--- config.mk ---
export PLATFORM = sky130hd
export DESIGN_NAME = hreg_host_regs
export DESIGN_NICKNAME = d
export VERILOG_FILES = /design/src/rtl/hreg_pkg.sv /design/src/rtl/hreg_cfg_field.sv /design/src/rtl/hreg_lock_bank.sv /design/src/rtl/hreg_mailbox.sv /design/src/rtl/hreg_host_regs.sv
export SDC_FILE = /design/constraint.sdc
export NUM_CORES = 1
export LEC_CHECK = 0
export ABC_AREA = 1
export CORE_UTILIZATION = 28
export DETAILED_ROUTE_END_ITERATION = 8
export PLACE_DENSITY = 0.53
export SLEW_MARGIN = 15
export SYNTH_ARGS = -nofsm -noshare
export SYNTH_HDL_FRONTEND = slang
export SYNTH_HIERARCHICAL = 1
export SYNTH_SLANG_ARGS = --single-unit
--- constraint.sdc ---
create_clock -name clk -period 2.2 [get_ports clk]
set_clock_uncertainty 0.1 [all_clocks]
set_input_delay 0.22 -clock clk [delete_from_list [all_inputs] [get_ports clk]]
set_output_delay 0.22 -clock clk [all_outputs]
set_load 0.1 [all_outputs]
--- src/rtl/hreg_pkg.sv ---
// Package: shared constants and helper functions for the host register bank.
// Assumes an 8-bit address and an 8-bit data register bus.
package hreg_pkg;
    localparam int BYTE_W    = 8;
    localparam int SEL_W     = 3;
    localparam int PAY_N     = 4;
    localparam int N_LEGAL   = 4;

    // Register addresses.
    localparam logic [7:0] A_FBSEL   = 8'h01;
    localparam logic [7:0] A_ILSEL   = 8'h02;
    localparam logic [7:0] A_LOCKLO  = 8'hE0;
    localparam logic [7:0] A_MBX     = 8'hE0;
    localparam logic [7:0] A_HDR     = 8'hE2;
    localparam logic [7:0] A_MODE    = 8'hEF;
    localparam logic [7:0] A_CTRL    = 8'hF0;
    localparam logic [7:0] A_PAY0    = 8'hF1;
    localparam logic [7:0] A_FREQ    = 8'hFB;

    // Mailbox result codes.
    localparam logic [1:0] MB_OK      = 2'b00;
    localparam logic [1:0] MB_NO_TX   = 2'b01;
    localparam logic [1:0] MB_BAD_HDR = 2'b10;

    localparam logic [7:0] LEGAL_HDR [N_LEGAL] = '{8'h18, 8'h28, 8'h38, 8'h48};

    // Returns 1 when the header byte is one of the legal values.
    function automatic logic hdr_legal(input logic [7:0] h);
        logic ok;
        ok = 1'b0;
        for (int i = 0; i < N_LEGAL; i++) begin
            if (h == LEGAL_HDR[i]) ok = 1'b1;
        end
        return ok;
    endfunction

    // Returns 1 for every address that decodes to a register.
    function automatic logic addr_mapped(input logic [7:0] a);
        logic m;
        m = (a == A_FBSEL) || (a == A_ILSEL) || (a == A_MBX) || (a == A_HDR) ||
            (a == A_MODE) || (a == A_CTRL) || (a == A_FREQ);
        for (int i = 0; i < PAY_N; i++) begin
            if (a == A_PAY0 + 8'(i)) m = 1'b1;
        end
        return m;
    endfunction
endpackage

--- src/rtl/hreg_cfg_field.sv ---
// Module: hreg_cfg_field
// A configuration field of W bits at one address that is always writable.
// It does not depend on the lockout state.
// Assumes: the write strobe is one cycle wide; only bits W-1:0 of the data are stored.
module hreg_cfg_field #(
    parameter int             W    = 3,
    parameter logic [W-1:0]   RSTV = '0,
    parameter logic [7:0]     ADDR = 8'h00
) (
    input  logic         clk,
    input  logic         rst_n,
    input  logic         wr,
    input  logic [7:0]   addr,
    input  logic [W-1:0] wdata,
    output logic [W-1:0] field
);
    logic [W-1:0] q;

    // Holds the field; it loads on a matching write.
    always_ff @(posedge clk) begin
        if (!rst_n)                 q <= RSTV;
        else if (wr && addr == ADDR) q <= wdata;
    end

    assign field = q;

    AST_CFG_RESET_VAL: assert property (@(posedge clk) disable iff (!rst_n)
        ($past(rst_n) == 1'b0) |-> (field == RSTV));
    AST_CFG_HOLD: assert property (@(posedge clk) disable iff (!rst_n)
        (!(wr && addr == ADDR)) |=> $stable(field));
endmodule

--- src/rtl/hreg_lock_bank.sv ---
// Module: hreg_lock_bank
// Holds the data registers of the lockout region: the two control bits,
// the packet header and the payload bytes.
// Assumes: uvlo clears the bank synchronously; busy (a pending request)
// freezes the header and the payload.
module hreg_lock_bank
    import hreg_pkg::*;
#(
    parameter int N_PAY = PAY_N
) (
    input  logic                  clk,
    input  logic                  rst_n,
    input  logic                  uvlo,
    input  logic                  busy,
    input  logic                  wr,
    input  logic [7:0]            addr,
    input  logic [7:0]            wdata,
    output logic                  align_en,
    output logic                  ilim_unscaled,
    output logic [7:0]            hdr,
    output logic [N_PAY*8-1:0]    payload
);
    logic clr;
    assign clr = !rst_n || uvlo;

    // Alignment-aid and unscaled-limit control bits.
    always_ff @(posedge clk) begin
        if (clr) begin
            align_en      <= 1'b0;
            ilim_unscaled <= 1'b0;
        end else if (wr) begin
            if (addr == A_MBX)  align_en      <= wdata[3];
            if (addr == A_CTRL) ilim_unscaled <= wdata[1];
        end
    end

    // Header byte; it is frozen while a request is pending.
    always_ff @(posedge clk) begin
        if (clr)                                hdr <= '0;
        else if (wr && !busy && addr == A_HDR)  hdr <= wdata;
    end

    // One register per payload byte, each frozen while a request is pending.
    for (genvar g = 0; g < N_PAY; g++) begin : g_pay
        always_ff @(posedge clk) begin
            if (clr)                                          payload[g*8 +: 8] <= '0;
            else if (wr && !busy && addr == A_PAY0 + 8'(g))   payload[g*8 +: 8] <= wdata;
        end
    end

    AST_HDR_FROZEN: assert property (@(posedge clk) disable iff (!rst_n)
        (busy && !uvlo) |=> $stable(hdr));
    AST_PAY_FROZEN: assert property (@(posedge clk) disable iff (!rst_n)
        (busy && !uvlo) |=> $stable(payload));
    AST_LOCK_CLEARS: assert property (@(posedge clk) disable iff (!rst_n)
        uvlo |=> (hdr == 8'h00 && payload == '0 && !align_en && !ilim_unscaled));
endmodule

--- src/rtl/hreg_mailbox.sv ---
// Module: hreg_mailbox
// Write-zero-to-send handshake. It checks the header, raises the request,
// retires the request on a completion pulse and keeps the 2-bit result code.
// Assumes: the header input is frozen by the data bank while the request is up.
module hreg_mailbox
    import hreg_pkg::*;
(
    input  logic       clk,
    input  logic       rst_n,
    input  logic       uvlo,
    input  logic       wr,
    input  logic [7:0] addr,
    input  logic       wdata_msb,
    input  logic [7:0] hdr,
    input  logic       pkt_done,
    input  logic       pkt_no_tx,
    output logic       pkt_req,
    output logic       done_bit,
    output logic [1:0] err
);
    logic start_wr;
    assign start_wr = wr && (addr == A_MBX) && !wdata_msb;

    // Request and result-code state.
    always_ff @(posedge clk) begin
        if (!rst_n || uvlo) begin
            pkt_req <= 1'b0;
            err     <= MB_OK;
        end else if (pkt_req) begin
            if (pkt_done) begin
                pkt_req <= 1'b0;
                err     <= pkt_no_tx ? MB_NO_TX : MB_OK;
            end
        end else if (start_wr) begin
            if (hdr_legal(hdr)) begin
                pkt_req <= 1'b1;
                err     <= MB_OK;
            end else begin
                err     <= MB_BAD_HDR;
            end
        end
    end

    assign done_bit = !pkt_req;

    AST_REQ_LEGAL_HDR: assert property (@(posedge clk) disable iff (!rst_n)
        pkt_req |-> hdr_legal(hdr));
    AST_REQ_RETIRES: assert property (@(posedge clk) disable iff (!rst_n)
        (pkt_req && pkt_done) |=> !pkt_req);
    AST_UVLO_DROPS_REQ: assert property (@(posedge clk) disable iff (!rst_n)
        uvlo |=> (!pkt_req && err == MB_OK));
    AST_BAD_HDR_NO_REQ: assert property (@(posedge clk) disable iff (!rst_n)
        (!pkt_req && start_wr && !uvlo && !hdr_legal(hdr)) |=> (!pkt_req && err == MB_BAD_HDR));
endmodule

--- src/rtl/hreg_host_regs.sv ---
// Module: hreg_host_regs (top)
// The host register bank. It contains two always-writable configuration fields,
// a lockout region (control bits, mailbox, header and payload), read-only status
// mirrors and a registered read multiplexer.
// Assumes: bus_wr and bus_rd are one-cycle strobes from a serial target front end.
module hreg_host_regs
    import hreg_pkg::*;
(
    input  logic        clk,
    input  logic        rst_n,
    input  logic        uvlo,
    input  logic [7:0]  bus_addr,
    input  logic [7:0]  bus_wdata,
    input  logic        bus_wr,
    input  logic        bus_rd,
    output logic [7:0]  bus_rdata,
    input  logic        pwr_mode_hi,
    input  logic [7:0]  freq_code,
    output logic [2:0]  fb_sel,
    output logic [2:0]  ilim_sel,
    output logic        ilim_unscaled,
    output logic        align_en,
    output logic        pkt_req,
    output logic [7:0]  pkt_hdr,
    output logic [31:0] pkt_payload,
    input  logic        pkt_done,
    input  logic        pkt_no_tx
);
    localparam logic [SEL_W-1:0] FB_RST = SEL_W'(1);
    localparam logic [SEL_W-1:0] IL_RST = SEL_W'(7);

    logic       lock_wr;
    logic       done_bit;
    logic [1:0] mb_err;
    logic [7:0] rd_mux;
    logic [7:0] rdata_q;
    logic       in_lock;

    assign in_lock = (bus_addr >= A_LOCKLO);
    assign lock_wr = bus_wr && !uvlo && in_lock;

    hreg_cfg_field #(.W(SEL_W), .RSTV(FB_RST), .ADDR(A_FBSEL)) u_fb (
        .clk(clk), .rst_n(rst_n), .wr(bus_wr), .addr(bus_addr),
        .wdata(bus_wdata[SEL_W-1:0]), .field(fb_sel));

    hreg_cfg_field #(.W(SEL_W), .RSTV(IL_RST), .ADDR(A_ILSEL)) u_il (
        .clk(clk), .rst_n(rst_n), .wr(bus_wr), .addr(bus_addr),
        .wdata(bus_wdata[SEL_W-1:0]), .field(ilim_sel));

    hreg_lock_bank #(.N_PAY(PAY_N)) u_bank (
        .clk(clk), .rst_n(rst_n), .uvlo(uvlo), .busy(pkt_req),
        .wr(lock_wr), .addr(bus_addr), .wdata(bus_wdata),
        .align_en(align_en), .ilim_unscaled(ilim_unscaled),
        .hdr(pkt_hdr), .payload(pkt_payload));

    hreg_mailbox u_mbx (
        .clk(clk), .rst_n(rst_n), .uvlo(uvlo), .wr(lock_wr), .addr(bus_addr),
        .wdata_msb(bus_wdata[7]), .hdr(pkt_hdr), .pkt_done(pkt_done),
        .pkt_no_tx(pkt_no_tx), .pkt_req(pkt_req), .done_bit(done_bit), .err(mb_err));

    // Read multiplexer; during lockout the region reads as its reset contents.
    always_comb begin
        rd_mux = 8'h00;
        if (uvlo && in_lock) begin
            rd_mux = (bus_addr == A_MBX) ? 8'h80 : 8'h00;
        end else begin
            case (bus_addr)
                A_FBSEL: rd_mux = {5'b0, fb_sel};
                A_ILSEL: rd_mux = {5'b0, ilim_sel};
                A_MBX:   rd_mux = {done_bit, mb_err, 1'b0, align_en, 3'b000};
                A_HDR:   rd_mux = pkt_hdr;
                A_MODE:  rd_mux = {pwr_mode_hi, 7'b0};
                A_CTRL:  rd_mux = {6'b0, ilim_unscaled, 1'b0};
                A_FREQ:  rd_mux = freq_code;
                default: rd_mux = 8'h00;
            endcase
            for (int i = 0; i < PAY_N; i++) begin
                if (bus_addr == A_PAY0 + 8'(i)) rd_mux = pkt_payload[i*8 +: 8];
            end
        end
    end

    // Read data register; it loads on the read strobe and holds otherwise.
    always_ff @(posedge clk) begin
        if (!rst_n)      rdata_q <= 8'h00;
        else if (bus_rd) rdata_q <= rd_mux;
    end

    assign bus_rdata = rdata_q;

    AST_UNMAPPED_ZERO: assert property (@(posedge clk) disable iff (!rst_n)
        (bus_rd && !addr_mapped(bus_addr)) |=> (bus_rdata == 8'h00));
    AST_RDATA_HOLD: assert property (@(posedge clk) disable iff (!rst_n)
        !bus_rd |=> $stable(bus_rdata));
    AST_LOCK_FREQ_ZERO: assert property (@(posedge clk) disable iff (!rst_n)
        (bus_rd && uvlo && bus_addr == A_FREQ) |=> (bus_rdata == 8'h00));
endmodule

==> results of run 1 <==
[Yosys cell counts, types with 5 or more instances]
| master | n | area share (%) |
|---|---|---|
| nor2_4 | 12 | 3.7 |
| buf_2 | 5 | 0.68 |
| buf_6 | 8 | 2.4 |
| nand2_2 | 9 | 1.5 |
| o21ai_1 | 6 | 0.82 |
| inv_2 | 9 | 0.92 |
| nand4_1 | 31 | 5.3 |
| nand2_1 | 136 | 14 |
| nor2_1 | 120 | 12 |
| nand3_1 | 62 | 8.4 |
| inv_1 | 71 | 7.2 |
| dfxtp_1 | 59 | 32 |
| o21ai_0 | 5 | 0.68 |
| nor2_2 | 10 | 1.7 |
| a21oi_1 | 10 | 1.4 |
[cells by family (layout without fill, tap and decap cells)]
group	after synthesis	count (layout)	synth area share [%]
buffers and inverters	96	212	11.7
flip-flops	59	59	32.1
AND/OR/NAND/NOR	397	397	52.1
AO/OA/AOI/OAI	26	26	4.05
[registers in the layout, summed over array words and instances (netlist names)]
signal,flops
u_bank/hdr,8
u_il/field,3
u_bank/payload,32
u_mbx/pkt_req,1
u_mbx/err,2
u_fb/field,3
u_bank/align_en,1
bus_rdata,8
u_bank/ilim_unscaled,1
[tightest hold or removal path, stage by stage, from the launching register on]
cell and delay, ns:
dfxtp_1 0.31, nand2_1 0.06, a21oi_1 0.05
[cell usage in the layout, fill, tap and decap left out, types with 3 or more instances in the layout]
cell type          n
nand2_1          136
buf_4             83
nand3_4            3
clkbuf_16          9
a21oi_1           10
nor2_2            11
inv_2              9
nand2_2            9
dfxtp_1           59
and3_1             3
clkdlybuf4s50_1   31
nand3_1           62
o21ai_1            6
nor2_4            12
inv_1             71
o21ai_0            5
o21bai_1           3
nand4_1           31
nand3_2            3
nor2_8             3
nor2_1           119
[power by group through the flow]
stage | logic (uW) | registers (uW) | clock network (uW)
finish | 312 | 1070 | 1500
global route | 340 | 1070 | 1580
CTS | 312 | 1070 | 1530
detailed placement | 310 | 1090 | 0
global placement | 310 | 1090 | 0
floorplan | 139 | 1110 | 0
[stage by stage]
| stage | worst slack (ns) | total power (uW) | cell area, sq um | util (%) |
|---|---|---|---|---|
| 6_report | 0.364 | 2880 | 5050 | 39.7 |
| 5_1_grt | 0.201 | 2990 | 5050 | 39.7 |
| 4_1_cts | 0.340 | 2920 | 5050 | 39.7 |
| 3_5_place_dp | 0.0213 | 1400 | 4740 | 37.3 |
| 3_3_place_gp | 0.0532 | 1400 | 4740 | 37.3 |
| 2_1_floorplan | 0.277 | 1240 | 3680 | - |
[final cells by class]
type	count	area [sq um]
inverter	80	300
tap	172	215
fill	1398	7670
clock inverter	5	77.6
sequential	59	1180
multi-input combinational	423	2070
clock buffer	11	233
timing repair buffer	116	973
[worst max path at each step]
stage                              from                              end  slack [ns]  cells past startpoint
2_1_floorplan  u_mbx/pkt_req$_SDFF_PP0_  u_bank/payload[21]$_SDFFE_PP0P_        0.28                      8
3_3_place_gp                bus_addr[5]  u_bank/payload[15]$_SDFFE_PP0P_        0.05                     12
3_5_place_dp                bus_addr[5]  u_bank/payload[16]$_SDFFE_PP0P_        0.02                     12
4_1_cts                     bus_addr[5]  u_bank/payload[16]$_SDFFE_PP0P_        0.34                     12
5_1_grt                     bus_addr[5]  u_bank/payload[16]$_SDFFE_PP0P_        0.20                     12
6_report                    bus_addr[5]  u_bank/payload[13]$_SDFFE_PP0P_        0.36                     12
[layer usage]
layer  routed length (um)  track usage [%]  part of all wire [%]  vias up
met3                  739             3.37                   5.8       11
met4                  119             4.98                  0.93        0
met2                 5920             31.8                    46      117
met5                    0                0                     0        -
li1                     -                -                     -     2041
met1                 6070             26.9                    47     1816
==> impl_metrics.json, run 1 <==
{
  "grt_max_degree": 43,
  "netlist_area_sq_um": 3680,
  "place_hpwl_mm": 10.0,
  "grt_overflow": 0,
  "final_layout_size_suffix_gt1_share_pct": 22.2,
  "syn_nets": 610,
  "yosysWarnings": 6,
  "routabilityCongestion": 0.850,
  "hold_ws_ns": 0.365,
  "p_leak_uw": 0.00232,
  "clkTransAtPathRegs_ns": 0.05,
  "hold_end": "u_mbx/err[0]$_SDFFE_PP0P_",
  "crit_family": "simple AND/OR/NAND/NOR gates",
  "rows": 41,
  "p_sw_uw": 705,
  "insertion_delay_ns": 0.33,
  "period_share_pct": 83.4,
  "regToRegSetupSlack_ns": 0.63,
  "reg2reg_to": "bus_rdata[7]$_SDFFE_PN0P_",
  "clock_path_buffers": 2,
  "hp-class": "flip-flop to flip-flop",
  "chipWidth_um": 117,
  "cts_buffers": 9,
  "drt-pass1-iter-count": 5,
  "finalNonFillerCells": 866,
  "hold_viol_final": 0,
  "viasPerCell": 4.60,
  "setup_viol": 0,
  "wire_per_inst_um": 14.8,
  "drtAntennaViolNets": 0,
  "dp_cells": 850,
  "drv_slew": 0,
  "drv_cap": 0,
  "ys_async_sr_fraction_pct": 0,
  "crit_type": "primary input to flip-flop",
  "seq_area_frac_synth_pct": 32.1,
  "pwr-share-seq_pct": 37.2,
  "fin_crit_ns": 1.84,
  "cts_num_sinks": 59,
  "port_buffers": 88,
  "crit_top_cell": "nor2_1",
  "synth_edf_count": 0,
  "synthFlopType": "dfxtp_1",
  "rr_startpoint": "u_mbx/pkt_req$_SDFF_PP0_",
  "slowest_stage": "clkdlybuf4s50_1",
  "cts.hold.buffers_added": 0,
  "diodes": 0,
  "maxSlewHeadroom_pct": 69.9,
  "path_cells": "clkdlybuf4s50_1 > inv_1 > nor2_1 > inv_1 > nor2_1 > buf_4 > inv_2 > nor2_4 > nand3_2 > nor2_4 > nor2_1 > nor2_1",
  "final.setup.tns_ns": 0,
  "nets": 721,
  "cp-start-kind": "primary input",
  "grt_pass1_vias": 3729,
  "rsz0062_at_grt": "false",
  "path_max_fanout": 8,
  "grtUsageTotal_pct": 19.6,
  "cts_max_level": 3,
  "arrival_ns": 2.00,
  "power_density_nw_per_um2": 571,
  "synthCells": 578,
  "swShare_pct": 24.4,
  "hold_depth": 2,
  "initial_core_util_pct": 28.9,
  "min_from": "u_mbx/err[0]$_SDFFE_PP0P_",
  "cp_data_required_time_ns": 2.36,
  "p_comb_share_pct": 10.8,
  "antenna_found_initial": 0,
  "p_clk_share_pct": 52.0,
  "synth.distinct_cells": 30,
  "post-cts-setup-buffer-count": 0,
  "max_freq_mhz": 545,
  "cts_resized": 0,
  "reg2reg_depth": 7,
  "slowest_delay_ns": 0.50,
  "postSynthAreaPerCell_sq_um": 6.36,
  "drtIter0Drc": 366,
  "ioPinCount": 89,
  "drc": 0,
  "core-area_sq_um": 12700,
  "cts_tree": "done",
  "die_y_um": 117,
  "worst-path-buf-inv": 5,
  "ir_drop_v": 0.000315,
  "dieArea_sq_um": 13600,
  "grt_pass1_wl_mm": 20.0,
  "vias": 3985,
  "status": "complete, no violations",
  "worstSetupEndpointType": "flip-flop",
  "routed_wl_mm": 12.9,
  "synth-seq-cells": 59,
  "worst_pin_slew_ns": 0.451,
  "root_buffer": "clkbuf_16",
  "p_int_uw": 2180,
  "area_delta_synth_final_pct": 37.3
}
Power figures use the tool's default switching activity.
==> inputs of run 2 (changes only) <==
--- a/config.mk
+++ b/config.mk
@@ -8,7 +8,7 @@
 export ABC_AREA = 1
 export CORE_UTILIZATION = 28
 export DETAILED_ROUTE_END_ITERATION = 8
-export PLACE_DENSITY = 0.53
+export PLACE_DENSITY = 0.55
 export SLEW_MARGIN = 15
 export SYNTH_ARGS = -nofsm -noshare
 export SYNTH_HDL_FRONTEND = slang
==> constraint.sdc (replaced) <==
create_clock -name clk -period 1.55 [get_ports clk]
set_clock_uncertainty 0.1 [all_clocks]
set_input_delay 0.155 -clock clk [delete_from_list [all_inputs] [get_ports clk]]
set_output_delay 0.155 -clock clk [all_outputs]
set_load 0.1 [all_outputs]
==> run 2 against run 1 <==
Die area did not move. Non-clock buffer count rose by 25. Largest cell class unchanged. Critical path depth fell by 1. Critical endpoint is now u_bank/payload[30]$_SDFFE_PP0P_. Flip-flop and latch count did not move. First-iteration DRC count rose by 3.8%. Global-route usage rose by 1.4 points. Sequential power rose by 42%. Power rose by 46%. Count of clock-buffer cells in the layout did not move. Final cell count rose by 3.2%.
==> impl_metrics.json, run 2 (synthesized netlist as in run 1, its figures left out) <==
{
  "setup_viol": 0,
  "worst-path-buf-inv": 4,
  "hp-class": "primary input to flip-flop",
  "maxSlewHeadroom_pct": 69.3,
  "grt_max_degree": 43,
  "nets": 750,
  "top_register": "u_bank/payload",
  "reg2reg_to": "u_bank/payload[12]$_SDFFE_PP0P_",
  "vias": 4284,
  "clkTransAtPathRegs_ns": 0.05,
  "core-area_sq_um": 12700,
  "finalNonFillerCells": 894,
  "cts_max_level": 3,
  "final.setup.tns_ns": 0,
  "crit_type": "primary input to flip-flop",
  "crit_family": "simple AND/OR/NAND/NOR gates",
  "p_leak_uw": 0.00272,
  "drv_cap": 0,
  "fin_crit_ns": 1.44,
  "regToRegSetupSlack_ns": 0.21,
  "hold_viol_final": 0,
  "grtUsageTotal_pct": 21.0,
  "slowest_delay_ns": 0.28,
  "cts_buffers": 9,
  "hold_depth": 5,
  "grt_overflow": 0,
  "ir_drop_v": 0.000464,
  "worstSetupEndpointType": "flip-flop",
  "wire_per_inst_um": 15.3,
  "initial_core_util_pct": 28.9,
  "die_y_um": 117,
  "drtIter0Drc": 380,
  "pre_cts_ws_ns": -0.532,
  "nFillCells": 1240,
  "cp-start-kind": "primary input",
  "rows": 41,
  "place_hpwl_mm": 10.1,
  "diodes": 0,
  "period_share_pct": 93.1,
  "grt_pass1_wl_mm": 21.4,
  "port_buffers": 88,
  "arrival_ns": 1.61,
  "largest_reg_flops": 32,
  "reg2reg_depth": 7,
  "cp_data_required_time_ns": 1.71,
  "final_cell_mix": "nand2_1, nor2_1, inv_1, buf_12, nand3_1",
  "antenna_found_initial": 0,
  "dp_cells": 866,
  "drv_slew": 0,
  "slowest_stage": "dlygate4sd2_1",
  "insertion_delay_ns": 0.33,
  "crit_top_cell": "nor2_4",
  "status": "complete, no violations",
  "cts_tree": "done",
  "chipWidth_um": 117,
  "worst_pin_slew_ns": 0.459,
  "viasPerCell": 4.79,
  "rr_startpoint": "u_mbx/pkt_req$_SDFF_PP0_",
  "max_freq_mhz": 693,
  "dieArea_sq_um": 13600,
  "ioPinCount": 89,
  "hold_ws_ns": 0.214,
  "routabilityCongestion": 0.880,
  "root_buffer": "clkbuf_16",
  "path_max_fanout": 8,
  "drt-pass1-iter-count": 5,
  "drtAntennaViolNets": 0,
  "min_from": "uvlo",
  "power_density_nw_per_um2": 679,
  "path_cells": "dlygate4sd2_1 > inv_1 > nor2_2 > inv_2 > nor2_4 > inv_2 > nor2_4 > nand3_2 > nor2_4 > nor2_1 > nor2_1",
  "worst_slack_ns": 0.107,
  "final_layout_size_suffix_gt1_share_pct": 30.7,
  "routed_wl_mm": 13.7,
  "hold_end": "u_mbx/pkt_req$_SDFF_PP0_",
  "clock_path_buffers": 2,
  "area_delta_synth_final_pct": 68.5,
  "cts_num_sinks": 59,
  "drc": 0,
  "grt_pass1_vias": 3999,
  "final_common_cell": "nand2_1",
  "cts.hold.buffers_added": 0
}
==> run 2: timing repair <==
action                     CTS  global route
pin swaps                   13             9
gates cloned                 5             0
setup endpoints to repair   53            50
resized for setup           19            17
setup buffers                8             0
==> run 2: power by group <==
group          switching [uW]  internal, uW
clock                     698          1480
combinational             305           201
sequential               2.87          1520
==> run 2: final cells by class <==
type | count | area (sq um) | area share [%]
repair buffers | 141 | 1950 | 31.4
flip-flops and latches | 59 | 1210 | 19.5
clock buffers | 11 | 253 | 4.08
inverters | 80 | 300 | 4.84
multi-input cells | 427 | 2200 | 35.5
clock inverters | 4 | 73.8 | 1.19
well taps | 172 | 215 | 3.47
==> run 2: worst max path at each step <==
| stage | start | to | slack, ns | cells after the start |
|---|---|---|---|---|
| 4_1_cts | bus_addr[3] | bus_rdata[0]$_SDFFE_PN0P_ | -0.004 | 10 |
| 6_report | bus_addr[5] | u_bank/payload[30]$_SDFFE_PP0P_ | 0.11 | 11 |
| 3_3_place_gp | bus_addr[5] | u_bank/payload[21]$_SDFFE_PP0P_ | -0.48 | 10 |
| 3_5_place_dp | bus_addr[5] | u_bank/payload[0]$_SDFFE_PP0P_ | -0.53 | 11 |
| 2_1_floorplan | bus_addr[7] | u_bank/payload[17]$_SDFFE_PP0P_ | -0.0002 | 10 |
| 5_1_grt | bus_addr[5] | u_bank/payload[9]$_SDFFE_PP0P_ | -0.001 | 11 |
==> run 2: per-layer routing <==
layer  part of all wire, %  track usage (%)  vias to the layer above
met5                     0                0                        -
met4                   1.4             7.17                        0
met3                   6.8             3.43                       17
met2                    48             34.7                      185
met1                    44             27.6                     1965
li1                      -                -                     2117
==> run 2: tightest hold or removal path, delay by kind of cell <==
kind	cells	cell delay (ns)
AND/OR/NAND/NOR	1	0.07
buffers and inverters	3	0.33
AO/OA/AOI/OAI	1	0.04
==> run 2: through the flow <==
stage	cell area [sq um]	power [uW]	util (%)
after floorplan	3710	1770	-
after global placement	5620	2020	44.1
after detailed placement	5620	2030	44.1
after CTS	6140	4220	48.3
after global routing	6200	4340	48.7
final	6200	4210	48.7
